--- src/rtl/pio_pkg.sv ---
package pio_pkg;
   localparam int PIO_ADDR_W = 3;

   // Register addresses
   typedef enum logic [PIO_ADDR_W-1:0] {
      REG_DIR   = 3'd0,
      REG_DOUT  = 3'd1,
      REG_PSEL  = 3'd2,
      REG_FEN   = 3'd3,
      REG_IEN   = 3'd4,
      REG_LEVEL = 3'd5,
      REG_CHG   = 3'd6
   } pio_reg_e;
endpackage

--- src/rtl/pio_sync.sv ---
module pio_sync #(
   parameter int W      = 12,
   parameter int STAGES = 2
) (
   input  logic         clk,
   input  logic         rst_n,
   input  logic [W-1:0] d,
   output logic [W-1:0] q
);
   if (STAGES < 2) begin : g_bad_stages
      $error("pio_sync: STAGES must be at least 2");
   end

   logic [W-1:0] pipe_q [STAGES];

   for (genvar s = 0; s < STAGES; s++) begin : g_stage
      if (s == 0) begin : g_first
         always_ff @(posedge clk or negedge rst_n) begin
            if (!rst_n) pipe_q[s] <= '0;
            else        pipe_q[s] <= d;
         end
      end else begin : g_next
         always_ff @(posedge clk or negedge rst_n) begin
            if (!rst_n) pipe_q[s] <= '0;
            else        pipe_q[s] <= pipe_q[s-1];
         end
      end
   end

   assign q = pipe_q[STAGES-1];
endmodule

--- src/rtl/pio_glitch_filter.sv ---
module pio_glitch_filter #(
   parameter int W          = 12,
   parameter bit HAS_FILTER = 1'b1
) (
   input  logic         clk,
   input  logic         rst_n,
   input  logic [W-1:0] din,
   input  logic [W-1:0] fen,
   output logic [W-1:0] lvl,
   output logic [W-1:0] chg
);
   logic [W-1:0] lvl_q, lvl_d, take;

   if (HAS_FILTER) begin : g_filter
      logic [W-1:0] samp_q;
      always_ff @(posedge clk or negedge rst_n) begin
         if (!rst_n) samp_q <= '0;
         else        samp_q <= din;
      end
      // accept a line when unfiltered, or when two samples agree
      assign take = ~fen | ~(din ^ samp_q);


      filter_two_sample_chk: assert property (@(posedge clk) disable iff (!rst_n)
         ((lvl_q ^ $past(lvl_q)) & $past(fen) & ($past(din) ^ $past(samp_q))) == '0);
   end else begin : g_bypass
      assign take = '1;
   end

   assign lvl_d = (take & din) | (~take & lvl_q);

   always_ff @(posedge clk or negedge rst_n) begin
      if (!rst_n) lvl_q <= '0;
      else        lvl_q <= lvl_d;
   end

   assign lvl = lvl_q;
   assign chg = lvl_d ^ lvl_q;
endmodule

--- src/rtl/pio_chg_status.sv ---
module pio_chg_status #(
   parameter int W = 12
) (
   input  logic         clk,
   input  logic         rst_n,
   input  logic [W-1:0] set_i,
   input  logic         clr_i,
   input  logic [W-1:0] ien_i,
   output logic [W-1:0] status_o,
   output logic         irq_o
);
   logic [W-1:0] status_q;

   always_ff @(posedge clk or negedge rst_n) begin
      if (!rst_n) status_q <= '0;
      else        status_q <= (clr_i ? '0 : status_q) | set_i;
   end

   assign status_o = status_q;
   assign irq_o    = |(status_q & ien_i);


   chg_sticky_chk: assert property (@(posedge clk) disable iff (!rst_n)
      (set_i != '0) |=> ((status_q & $past(set_i)) == $past(set_i)));


   chg_clear_chk: assert property (@(posedge clk) disable iff (!rst_n)
      (clr_i && set_i == '0) |=> status_q == '0);


   irq_cause_chk: assert property (@(posedge clk) disable iff (!rst_n)
      $rose(irq_o) |-> (($past(set_i) != '0) || ($past(ien_i) != ien_i)));
endmodule

--- src/rtl/pio_ctrl.sv ---
module pio_ctrl
   import pio_pkg::*;
#(
   parameter int NUM_LINES   = 12,
   parameter int DATA_W      = 32,
   parameter int SYNC_STAGES = 2,
   parameter bit HAS_FILTER  = 1'b1
) (
   input  logic                  clk,
   input  logic                  rst_n,
   input  logic                  reg_wr,
   input  logic                  reg_rd,
   input  logic [PIO_ADDR_W-1:0] reg_addr,
   input  logic [DATA_W-1:0]     reg_wdata,
   output logic [DATA_W-1:0]     reg_rdata,
   input  logic [NUM_LINES-1:0]  pad_in,
   output logic [NUM_LINES-1:0]  pad_out,
   output logic [NUM_LINES-1:0]  pad_oe,
   input  logic [NUM_LINES-1:0]  periph_out,
   input  logic [NUM_LINES-1:0]  periph_oe,
   output logic [NUM_LINES-1:0]  periph_in,
   output logic                  irq
);
   localparam int N = NUM_LINES;

   if (N < 1 || N > DATA_W) begin : g_bad_width
      $error("pio_ctrl: NUM_LINES must be within 1..DATA_W");
   end

   if (DATA_W > N) begin : g_wide
      logic unused_wdata_hi;
      assign unused_wdata_hi = ^reg_wdata[DATA_W-1:N];
   end

   logic [N-1:0] dir_q, dout_q, psel_q, fen_q, ien_q;
   logic [N-1:0] sync_w, lvl_w, chg_w, status_w;
   logic [DATA_W-1:0] rd_word, rdata_q;
   logic chg_clr;

   // configuration registers
   always_ff @(posedge clk or negedge rst_n) begin
      if (!rst_n) begin
         dir_q  <= '0;
         dout_q <= '0;
         psel_q <= '0;
         fen_q  <= '0;
         ien_q  <= '0;
      end else if (reg_wr) begin
         case (pio_reg_e'(reg_addr))
            REG_DIR:  dir_q  <= reg_wdata[N-1:0];
            REG_DOUT: dout_q <= reg_wdata[N-1:0];
            REG_PSEL: psel_q <= reg_wdata[N-1:0];
            REG_FEN:  fen_q  <= reg_wdata[N-1:0];
            REG_IEN:  ien_q  <= reg_wdata[N-1:0];
            default:  ;
         endcase
      end
   end

   // read path
   always_comb begin
      rd_word = '0;
      case (pio_reg_e'(reg_addr))
         REG_DIR:   rd_word[N-1:0] = dir_q;
         REG_DOUT:  rd_word[N-1:0] = dout_q;
         REG_PSEL:  rd_word[N-1:0] = psel_q;
         REG_FEN:   rd_word[N-1:0] = fen_q;
         REG_IEN:   rd_word[N-1:0] = ien_q;
         REG_LEVEL: rd_word[N-1:0] = lvl_w;
         REG_CHG:   rd_word[N-1:0] = status_w;
         default:   rd_word = '0;
      endcase
   end

   always_ff @(posedge clk or negedge rst_n) begin
      if (!rst_n)      rdata_q <= '0;
      else if (reg_rd) rdata_q <= rd_word;
   end

   assign reg_rdata = rdata_q;
   assign chg_clr   = reg_rd && (reg_addr == PIO_ADDR_W'(REG_CHG));

   // input path
   pio_sync #(.W(N), .STAGES(SYNC_STAGES)) u_sync (
      .clk(clk), .rst_n(rst_n), .d(pad_in), .q(sync_w)
   );

   pio_glitch_filter #(.W(N), .HAS_FILTER(HAS_FILTER)) u_filt (
      .clk(clk), .rst_n(rst_n), .din(sync_w), .fen(fen_q),
      .lvl(lvl_w), .chg(chg_w)
   );

   pio_chg_status #(.W(N)) u_chg (
      .clk(clk), .rst_n(rst_n), .set_i(chg_w), .clr_i(chg_clr),
      .ien_i(ien_q), .status_o(status_w), .irq_o(irq)
   );

   assign periph_in = lvl_w;

   // pad ownership multiplexer
   assign pad_oe  = (psel_q & periph_oe)  | (~psel_q & dir_q);
   assign pad_out = (psel_q & periph_out) | (~psel_q & dout_q);


   dir_write_chk: assert property (@(posedge clk) disable iff (!rst_n)
      (reg_wr && reg_addr == PIO_ADDR_W'(REG_DIR)) |=> dir_q == $past(reg_wdata[N-1:0]));


   ro_write_chk: assert property (@(posedge clk) disable iff (!rst_n)
      (reg_wr && reg_addr >= PIO_ADDR_W'(REG_LEVEL)) |=> $stable(ien_q) && $stable(fen_q));
endmodule

--- config.mk ---
export PLATFORM = sky130hd
export DESIGN_NAME = pio_ctrl
export DESIGN_NICKNAME = d
export VERILOG_FILES = /design/src/rtl/pio_pkg.sv /design/src/rtl/pio_sync.sv /design/src/rtl/pio_glitch_filter.sv /design/src/rtl/pio_chg_status.sv /design/src/rtl/pio_ctrl.sv
export SDC_FILE = /design/constraint.sdc
export NUM_CORES = 1
export LEC_CHECK = 0
export BUFFER_PORTS_ARGS = -buffer_cell sky130_fd_sc_hd__buf_2
export CORE_MARGIN = 2
export CORE_UTILIZATION = 25
export DETAILED_ROUTE_END_ITERATION = 10
export GPL_TIMING_DRIVEN = 0
export PLACE_DENSITY = 0.53
export SLEW_MARGIN = 20
export SYNTH_ARGS = -nofsm -noshare
export SYNTH_HDL_FRONTEND = slang
export SYNTH_HIERARCHICAL = 1
export SYNTH_SLANG_ARGS = --single-unit
--- constraint.sdc ---
create_clock -name clk -period 1.6 [get_ports clk]
set_input_delay 0.24 -clock clk [delete_from_list [all_inputs] [get_ports clk]]
set_output_delay 0.24 -clock clk [all_outputs]
set_load 0.01 [all_outputs]
==> results by group, run 1 <==
Worst setup path
  • Crit-path max FO: 3
  • Critical Path RT: 1.36 ns
  • Critical Path Slowest Stage Cell: dfrtp_1
  • CP bufs+invs: 1
  • RR Startpoint: psel_q[6]$_DFFE_PN0P_
  • R2R setup slack: 0.24 ns
  • Top Family by Delay on Critical Path: compound AO/OA/AOI/OAI gates
  • Critical Path Max Stage Delay: 0.40 ns
  • R2R depth: 4
  • CP Launch Type: register
  • Worst EP arrival: 1.63 ns
  • FF-to-FF End: reg_rdata[6]$_DFFE_PN0P_
  • Element type at the critical path end: primary output
  • Crit Path Class: register to primary output
  • Crit-path cells: a22o_1, a221oi_2, nand3_2, buf_6

Yosys
  • Post-synthesis xor/xnor area fraction: 0%
  • Avg Inst Size Synth: 12.5 sq um
  • Largest family of logic cells by synthesized area: multiplexers
  • Synth warn: 6
  • Yosys cell types: 36
  • Syn Inst Count: 509
  • Seq cells post-synth: 132
  • Post-synth EDFFs: 0
  • Mapped Area: 0.00634 sq mm
  • Top FF cell, synth: dfrtp_1
  • Post-synthesis adder-cell area fraction: 0%
  • Synth Area in Compound Gates: 12.8%
  • Ys async rst share: 100%
  • Seq/Total Area, Yosys: 52.1%
  • Fraction of synthesized area in multiplexers: 19.1%
  • Simple-gate share of the synthesized area: 9.28%

Finish
  • Final Net Count: 747
  • Register area: 0.00331 sq mm
  • Antenna cell count: 0
  • Multi-input gate area: 0.00271 sq mm
  • Design Area, Final: 0.00829 sq mm
  • Share of cells above drive strength 1: 40.3%
  • Area delta synth->final: 30.8%
  • Fillers: 2,542
  • Layout Utilization: 33.1%

GRT
  • Largest net degree at the start of global routing: 83
  • Gr usage total: 13.7%
  • GRT overflow: 0
  • Initial antenna violation count: 0
  • First-pass GRT wire length: 27,100 um
  • Vias in the first global route: 4,517

Power and ir drop
  • Final Power: 11.0 mW
  • Pwr dens: 1330 mW/mm^2
  • VDD IR max: 570 uV
  • Leakage: 3.75 nW

STA
  • Final hold violation count: 0
  • Final setup vio count: 1
  • Fin Clk Skew: 0.00789 ns
  • Final setup margin: -0.267 ns
  • Final Slew Violations: 0
  • Ratio of final minimum period to clock period: 117%
  • Worst-margin pin slew: 0.691 ns
  • RSZ-0062 raised after global routing: yes
  • Max Freq: 536 MHz
  • Slew margin rel.: 53.9%
  • Final worst path period need: 1.87 ns
  • Min Hold Slack: 0.0935 ns

Die
  • CORE AREA: 0.0250 sq mm
  • Row count: 58
  • # IOs: 144
  • Die area: 0.0266 sq mm
  • Die W: 163 um
  • Chip Height: 163 um
  • Initial Utilization: 25.3%

Clocking
  • Total CTS buffers: 17
  • CTS tree: done
  • Sinks on Clock Net: 132
  • CTS clk-pin slew, worst paths: 0.06 ns
  • # H-tree levels: 4
  • Later-pin clock latency in the skew report: 0.42 ns
  • Root Driver: clkbuf_16
  • CTS Buffer Depth: 2

Placement
  • Buffers on Ports: 102
  • Gpl congestion: 0.762
  • Placement Cell Area: 0.00737 sq mm
  • Pre-CTS setup slack: -0.311 ns
  • Placed wire-length estimate: 12,100 um

Min path
  • Hold Crit Depth: 2
  • Hold Path Origin: reg_wdata[9]
  • Hold Path End: fen_q[9]$_DFFE_PN0P_
  • Hold Path Class: primary input to register

Routing
  • Vias: 4,578
  • Post-Route WL: 17,600 um
  • Initial DRC count: 251
  • # DRC: 0
  • Pre-Repair DR Iteration Count: 4
  • Final ANT Viol Nets: 0
  • Avg WL per Cell: 17.4 um
  • Routed vias/inst: 4.51

Job
  • Total of max-cap violations: 0

Status
  • Failing checks: setup timing
  • Status: finished with violations
[state kept, by name (all words and copies together), names as in the netlist]
signal and count:
dir_q 12, dout_q 12, fen_q 12, ien_q 12
psel_q 12, reg_rdata 12, u_chg/status_o 12, u_filt/g_filter.samp_q 12
u_filt/lvl 12, u_sync/pipe_q 12, u_sync/q 12
[routing by layer]
metal | global-route usage (%) | routed length (um) | vias up
met2 | 20.5 | 7890 | 152
met4 | 4.14 | 192 | 0
met3 | 3.81 | 1210 | 13
met1 | 19.3 | 8340 | 2272
met5 | 0 | 0 | -
li1 | - | - | 2141
[power by group]
part           internal, mW  switching (mW)  leakage [nW]  total, mW
Combinational          1.18           0.913          1.89       2.09
Clock                  3.01            1.53         0.326       4.54
Sequential             3.84           0.518          1.54       4.36
[stage by stage]
step           setup TNS, ns  cells
6_report              -0.267   1015
5_1_grt               -0.337   1015
4_1_cts               -0.297   1010
3_5_place_dp           -7.24    961
3_3_place_gp         -235.54    960
2_1_floorplan              0    528
[cells in the final DEF (no fill, tap or decap), drive strengths merged, types with 18 or more instances in the layout]
cell type,n
buf,160
mux2i,24
nand2b,25
o22ai,25
nand4b,18
mux2,84
dfrtp,132
clkbuf,28
conb,20
a21o,23
[kinds of logic (layout without fill, tap and decap cells)]
kind of cell	after synthesis	in the layout
AOI/OAI and AO/OA	110	110
buffers and inverters	72	229
DFF	132	132
muxes	109	109
other	1	20
and+or+nand+nor	85	85
[what timing repair did]
action / CTS / global route
endpoints found under the hold margin: 62 / 0
setup endpoints to repair: 5 / 19
buffers inserted: 4 / 5
resized for setup: 2 / 9
pin swaps: 1 / 0
hold buffers: 13 / 0
[layout make-up]
cell class	instances	share of cell area, %
clock buffers	20	5.51
multi-input cells	324	32.7
well taps	330	4.98
plain buffers	56	4.41
inverters	16	0.725
repair buffers	125	9.07
clock inverters	12	2.73
flip-flops and latches	132	39.9
[Yosys cell counts, types with 8 or more instances]
library cell	instances	area, sq um
nand2b_1	25	156
clkbuf_1	8	30.0
a21bo_1	12	120
inv_1	15	56.3
buf_4	38	285
mux2_1	10	113
mux2i_1	24	240
o21ai_0	9	45.0
o211ai_1	9	67.6
nor2b_1	12	75.1
mux2_2	74	833
a22o_1	14	123
a21o_1	23	173
nand3b_1	10	75.1
a21oi_1	12	60.1
o22ai_1	25	156
nand4b_1	18	158
dfrtp_1	132	3300
buf_2	10	50.1
[how the worst max path moves through the flow]
stage,from,to,cells after the start
6_report,ien_q[4]$_DFFE_PN0P_,irq,4
5_1_grt,ien_q[4]$_DFFE_PN0P_,irq,4
4_1_cts,ien_q[4]$_DFFE_PN0P_,irq,4
3_5_place_dp,reg_addr[1],dout_q[9]$_DFFE_PN0P_,5
3_3_place_gp,rst_n,dout_q[0]$_DFFE_PN0P_,1
2_1_floorplan,reg_addr[0],ien_q[10]$_DFFE_PN0P_,5
No activity file was read; power rests on OpenSTA's default activity.
==> inputs of run 2 (changes only) <==
- clock period: 1.6 -> 1.8 ns (I/O delays scaled with it)
==> run 2 against run 1 <==
The run still ends with setup timing left. Sequential cell count stayed put. Design area is 1.0% lower. First-iteration DRC count up 2.4%. Utilization shrank 0.34 points. Critical path depth unchanged.
==> results by group, run 2 (synthesis results as in run 1) <==
Placement
  • Placed cell count: 961
  • Placement Cell Area: 0.00737 sq mm
  • Placed wire-length estimate: 12,100 um
  • Gpl congestion: 0.762
  • Buffers on Ports: 102

Power and ir drop
  • Sw Pwr: 2.61 mW
  • Pwr dens: 1180 mW/mm^2
  • Reg power frac: 40.1%
  • P_int: 7.07 mW
  • Logic pwr share: 18.2%
  • Clk pwr share: 41.7%
  • Leakage: 3.69 nW
  • VDD IR max: 506 uV
  • Switching Fraction: 27.0%
  • Final Power: 9.67 mW

Clocking
  • CTS tree: done
  • Later-pin clock latency in the skew report: 0.42 ns
  • CTS clk-pin slew, worst paths: 0.06 ns
  • Total CTS buffers: 17
  • # H-tree levels: 4
  • CTS Buffer Depth: 2
  • Root Driver: clkbuf_16
  • Sinks on Clock Net: 132

STA
  • Final hold violation count: 0
  • RSZ-0062 raised after global routing: yes
  • Fin Clk Skew: 0.00673 ns
  • Worst-margin pin slew: 0.672 ns
  • Slew margin rel.: 55.2%
  • Max Freq: 531 MHz
  • Setup TNS: -0.0827 ns
  • Ratio of final minimum period to clock period: 105%
  • Final setup margin: -0.0827 ns
  • Final worst path period need: 1.88 ns
  • Final Slew Violations: 0
  • Final setup vio count: 1

Worst setup path
  • R2R setup slack: 0.54 ns
  • Crit path depth: 4
  • CP bufs+invs: 1
  • Crit-path max FO: 3
  • R2R depth: 3
  • CP Launch Type: register
  • FF-to-FF End: reg_rdata[6]$_DFFE_PN0P_
  • RR Startpoint: psel_q[6]$_DFFE_PN0P_
  • Crit Path Class: register to primary output
  • Element type at the critical path end: primary output
  • Critical Path Max Stage Delay: 0.40 ns
  • Critical Path Slowest Stage Cell: dfrtp_1
  • Worst EP arrival: 1.61 ns
  • Critical Path Start: ien_q[4]$_DFFE_PN0P_
  • Top Family by Delay on Critical Path: compound AO/OA/AOI/OAI gates
  • Critical Path RT: 1.53 ns
  • Critical Path Sink: irq
  • Crit-path cells: a22o_1, a221oi_2, nand3_2, buf_6

Die
  • Chip Height: 163 um
  • Row count: 58
  • CORE AREA: 0.0250 sq mm
  • Die W: 163 um
  • # IOs: 144
  • Die area: 0.0266 sq mm
  • Initial Utilization: 25.3%

GRT
  • Gr usage total: 13.7%
  • Vias in the first global route: 4,509
  • Met1 Track Usage GR: 19.2%
  • GR Layer Usage met2: 20.4%
  • Initial antenna violation count: 0
  • GRT overflow: 0
  • GRT busiest layer: met2
  • Met3 usage: 3.81%
  • Largest net degree at the start of global routing: 83
  • First-pass GRT wire length: 27,000 um

Status
  • Status: finished with violations
  • Failing checks: setup timing

Routing
  • Post-Route WL: 17,500 um
  • Final ANT Viol Nets: 0
  • Pre-Repair DR Iteration Count: 5
  • Routed vias/inst: 4.52
  • Avg WL per Cell: 17.3 um
  • Initial DRC count: 257
  • Vias: 4,553
  • # DRC: 0

Finish
  • Commonest non-fill, non-tap cell in the layout: dfrtp_1
  • Layout Utilization: 32.8%
  • Antenna cell count: 0
  • Area delta synth->final: 29.4%
  • Design Area, Final: 0.00820 sq mm
  • Final cell count without fillers: 1,007
  • Final Net Count: 739
  • Share of cells above drive strength 1: 39.1%
  • Commonest cells after routing, fill and taps aside: 132 x dfrtp_1, 110 x buf_2, 74 x mux2_2

Job
  • Total of max-cap violations: 0

Min path
  • Hold Path Class: primary input to register
  • Hold Path Origin: reg_wdata[9]
[run 2: cell types whose count changed in the layout (fill, tap and decap cells not counted), sizes merged]
cell / change
buf: -8
[run 2: final cells by class]
class                           instances  area, sq um
Tap cell                              330          413
Sequential cell                       132         3300
Timing Repair Buffer                  117          692
Clock inverter                         12          226
Multi-Input combinational cell        324         2690
Buffer                                 56          365
Inverter                               16         60.1
Clock buffer                           20          457
Fill cell                            2543        16800
[run 2: metal layers]
metal  vias to the layer above  wire, um  share of wire (%)
met5                         -         0                  0
met4                         0       229                1.3
met3                        15      1120                6.4
met2                       139      7790                 45
met1                      2269      8320                 48
li1                       2130         -                  -
[run 2: timing repair]
action / CTS / global route
setup endpoints to repair: 1 / 1
setup buffers: 1 / 0
pin swaps: 1 / 0
endpoints found under the hold margin: 62 / 0
gates resized for setup: 2 / 0
hold buffers: 13 / 0
[run 2: worst min-delay path by stage]
| stage | to | slack [ns] | depth (start not counted) |
|---|---|---|---|
| after floorplan | dir_q[0]$_DFFE_PN0P_ | -0.03 | 0 |
| after global placement | u_sync/q[6]$_DFF_PN0_ | 0.33 | 0 |
| after detailed placement | u_sync/pipe_q[20]$_DFF_PN0_ | 0.22 | 1 |
| after CTS | reg_rdata[0]$_DFFE_PN0P_ | 0.11 | 2 |
| after global routing | reg_rdata[0]$_DFFE_PN0P_ | 0.12 | 2 |
| final | fen_q[9]$_DFFE_PN0P_ | 0.13 | 2 |
[run 2: through the flow]
step                setup WS (ns)  hold WS (ns)
CTS                        -0.127         0.110
global route               -0.167         0.118
finish                    -0.0827         0.127
detailed placement         -0.141         0.217
global placement            -1.58         0.331
floorplan                   0.342       -0.0256
[run 2: power groups by stage]
stage | Combinational (mW) | Clock [mW] | Sequential (mW)
after CTS | 1.78 | 4.13 | 3.89
after floorplan | 1.16 | 0 | 3.80
after global routing | 1.95 | 4.25 | 3.97
after global placement | 1.72 | 0 | 3.93
final | 1.76 | 4.03 | 3.88
after detailed placement | 1.75 | 0 | 3.94
==> inputs of run 3 (changes only) <==
--- a/config.mk
+++ b/config.mk
@@ -11,4 +11,5 @@
 export DETAILED_ROUTE_END_ITERATION = 10
 export GPL_TIMING_DRIVEN = 0
+export HOLD_SLACK_MARGIN = 0.1
 export PLACE_DENSITY = 0.53
 export SLEW_MARGIN = 20
==> constraint.sdc (replaced) <==
create_clock -name clk -period 1.8 [get_ports clk]
set_input_delay 0.09 -clock clk [delete_from_list [all_inputs] [get_ports clk]]
set_output_delay 0.09 -clock clk [all_outputs]
set_load 0.01 [all_outputs]
==> run 3 against run 2 <==
The flow now finishes without violations. Routed wire length rose by 0.80%. Non-clock buffer count rose by 14. Register-to-register slack barely moved. Via count rose by 2.0%. Fmax rose by 7.9%. Design area rose by 1.6%. Cell count rose by 1.4%. Total power rose by 0.22%. Sequential power barely moved. Utilization rose by 0.52 points. Critical path type unchanged. Largest power group unchanged. Highest routed layer unchanged.
==> results by group, run 3 (synthesis results as in run 1) <==
Status
  • Status: completed

Routing
  • Post-Route WL: 17,600 um
  • Pre-Repair DR Iteration Count: 7
  • # DRC: 0
  • Avg WL per Cell: 17.2 um
  • Initial DRC count: 262
  • Routed vias/inst: 4.55
  • Vias: 4,645
  • Final ANT Viol Nets: 0

STA
  • RSZ-0062 raised after global routing: yes
  • Setup TNS: 0 ns
  • Final Slew Violations: 0
  • Final worst path period need: 1.74 ns
  • Final setup vio count: 0
  • Final hold violation count: 0
  • Worst-margin pin slew: 0.649 ns
  • Max Freq: 573 MHz
  • Ratio of final minimum period to clock period: 96.9%
  • Fin Clk Skew: 0.00742 ns
  • Final setup margin: 0.0559 ns
  • Slew margin rel.: 56.7%

Clocking
  • CTS tree: done
  • # H-tree levels: 4
  • CTS clk-pin slew, worst paths: 0.06 ns
  • Postcts setup bufs: 0
  • Total CTS buffers: 17
  • Later-pin clock latency in the skew report: 0.42 ns
  • Sinks on Clock Net: 132
  • CTS Buffer Depth: 2
  • Root Driver: clkbuf_16

Worst setup path
  • Worst EP arrival: 1.65 ns
  • CP Launch Type: register
  • Critical Path Slowest Stage Cell: dfrtp_1
  • Crit path depth: 4
  • FF-to-FF End: reg_rdata[6]$_DFFE_PN0P_
  • Crit-path max FO: 3
  • R2R depth: 3
  • Top Family by Delay on Critical Path: compound AO/OA/AOI/OAI gates
  • Element type at the critical path end: primary output
  • R2R setup slack: 0.54 ns
  • RR Startpoint: psel_q[6]$_DFFE_PN0P_
  • CP bufs+invs: 1
  • Crit Path Class: register to primary output
  • Crit-path cells: a22o_1, a221oi_2, nand3_1, buf_2
  • Critical Path Max Stage Delay: 0.40 ns
  • Critical Path RT: 1.71 ns

Finish
  • Final Net Count: 753
  • Antenna cell count: 0
  • Layout Utilization: 33.3%
  • Final cell count without fillers: 1,021
  • Share of cells above drive strength 1: 38.1%
  • Commonest non-fill, non-tap cell in the layout: dfrtp_1
  • Commonest cells after routing, fill and taps aside: 132 x dfrtp_1, 111 x buf_2, 74 x mux2_2
  • Fillers: 2,537
  • Multi-input gate area: 0.00268 sq mm
  • Register area: 0.00330 sq mm
  • Area delta synth->final: 31.5%

Min path
  • Hold Path Origin: reg_addr[2]
  • Hold Path End: dir_q[1]$_DFFE_PN0P_
  • Hold Path Class: primary input to register
  • Hold Crit Depth: 3

Placement
  • Placed wire-length estimate: 12,100 um
  • Gpl congestion: 0.762
  • Pre-CTS setup slack: 0.0393 ns
  • Placed cell count: 961
  • Buffers on Ports: 102

GRT
  • Gr usage total: 13.8%
  • Met1 Track Usage GR: 19.3%
  • Vias in the first global route: 4,570
  • Initial antenna violation count: 0
  • Met3 usage: 3.81%
  • GRT overflow: 0
  • GR Layer Usage met2: 20.5%
  • GRT busiest layer: met2
  • Largest net degree at the start of global routing: 83
  • First-pass GRT wire length: 27,200 um

Power and ir drop
  • Leakage: 3.75 nW
  • VDD IR max: 507 uV
  • Pwr dens: 1160 mW/mm^2

Die
  • Chip Height: 163 um
  • Die area: 0.0266 sq mm
  • Die W: 163 um
  • Row count: 58
  • CORE AREA: 0.0250 sq mm
  • Initial Utilization: 25.3%
  • # IOs: 144

Job
  • Total of max-cap violations: 0
[run 3: cell count changes in the layout (fill, tap and decap cells not counted)]
cell	before	now
buf_2	110	111
buf_4	39	38
buf_6	1	0
dlygate4sd3_1	13	28
nand3_1	1	2
nand3_2	1	0
[run 3: worst max path at each step]
stage | start | to
after floorplan | reg_addr[0] | ien_q[10]$_DFFE_PN0P_
after CTS | u_chg/status_o[4]$_DFF_PN0_ | irq
final | ien_q[4]$_DFFE_PN0P_ | irq
after global routing | ien_q[4]$_DFFE_PN0P_ | irq
after global placement | rst_n | dout_q[0]$_DFFE_PN0P_
after detailed placement | reg_addr[1] | dout_q[9]$_DFFE_PN0P_
[run 3: cell type report]
| type | instances | share of cell area, % |
|---|---|---|
| plain buffers | 56 | 4.38 |
| clock inverters | 12 | 2.72 |
| repair buffers | 131 | 9.94 |
| multi-input cells | 324 | 32.2 |
| inverters | 16 | 0.721 |
| well taps | 330 | 4.95 |
| clock buffers | 20 | 5.48 |
| flip-flops and latches | 132 | 39.6 |
[run 3: metrics by stage]
step,hold slack (ns),cell area [sq um],power [mW]
floorplan,-0.206,6410,4.96
global placement,0.198,7330,5.65
detailed placement,0.0368,7370,5.69
CTS,0.112,8330,9.82
global route,0.125,8330,10.2
finish,0.125,8330,9.70
[run 3: worst reg2reg max path, cell delays in order, from the launching register on]
cell,delay (ns)
dfrtp_1,0.43
mux4_2,0.46
mux2i_1,0.13
o22ai_1,0.08
[run 3: what timing repair did]
item | 4_1_cts | 5_1_grt
resized for setup | 0 | 0
endpoints found under the setup margin | 0 | 1
endpoints found under the hold margin | 206 | 0
hold buffers | 28 | 0
[run 3: metal layers]
metal  part of all wire (%)  vias up
met3                    7.0       17
met2                     45      157
met4                    1.4        0
li1                       -     2158
met5                      0        -
met1                     47     2313
[run 3: where the power goes]
part | leakage (nW) | internal, mW | switching (mW)
Sequential | 1.54 | 3.41 | 0.469
Clock | 0.326 | 2.68 | 1.36
Combinational | 1.88 | 0.996 | 0.786
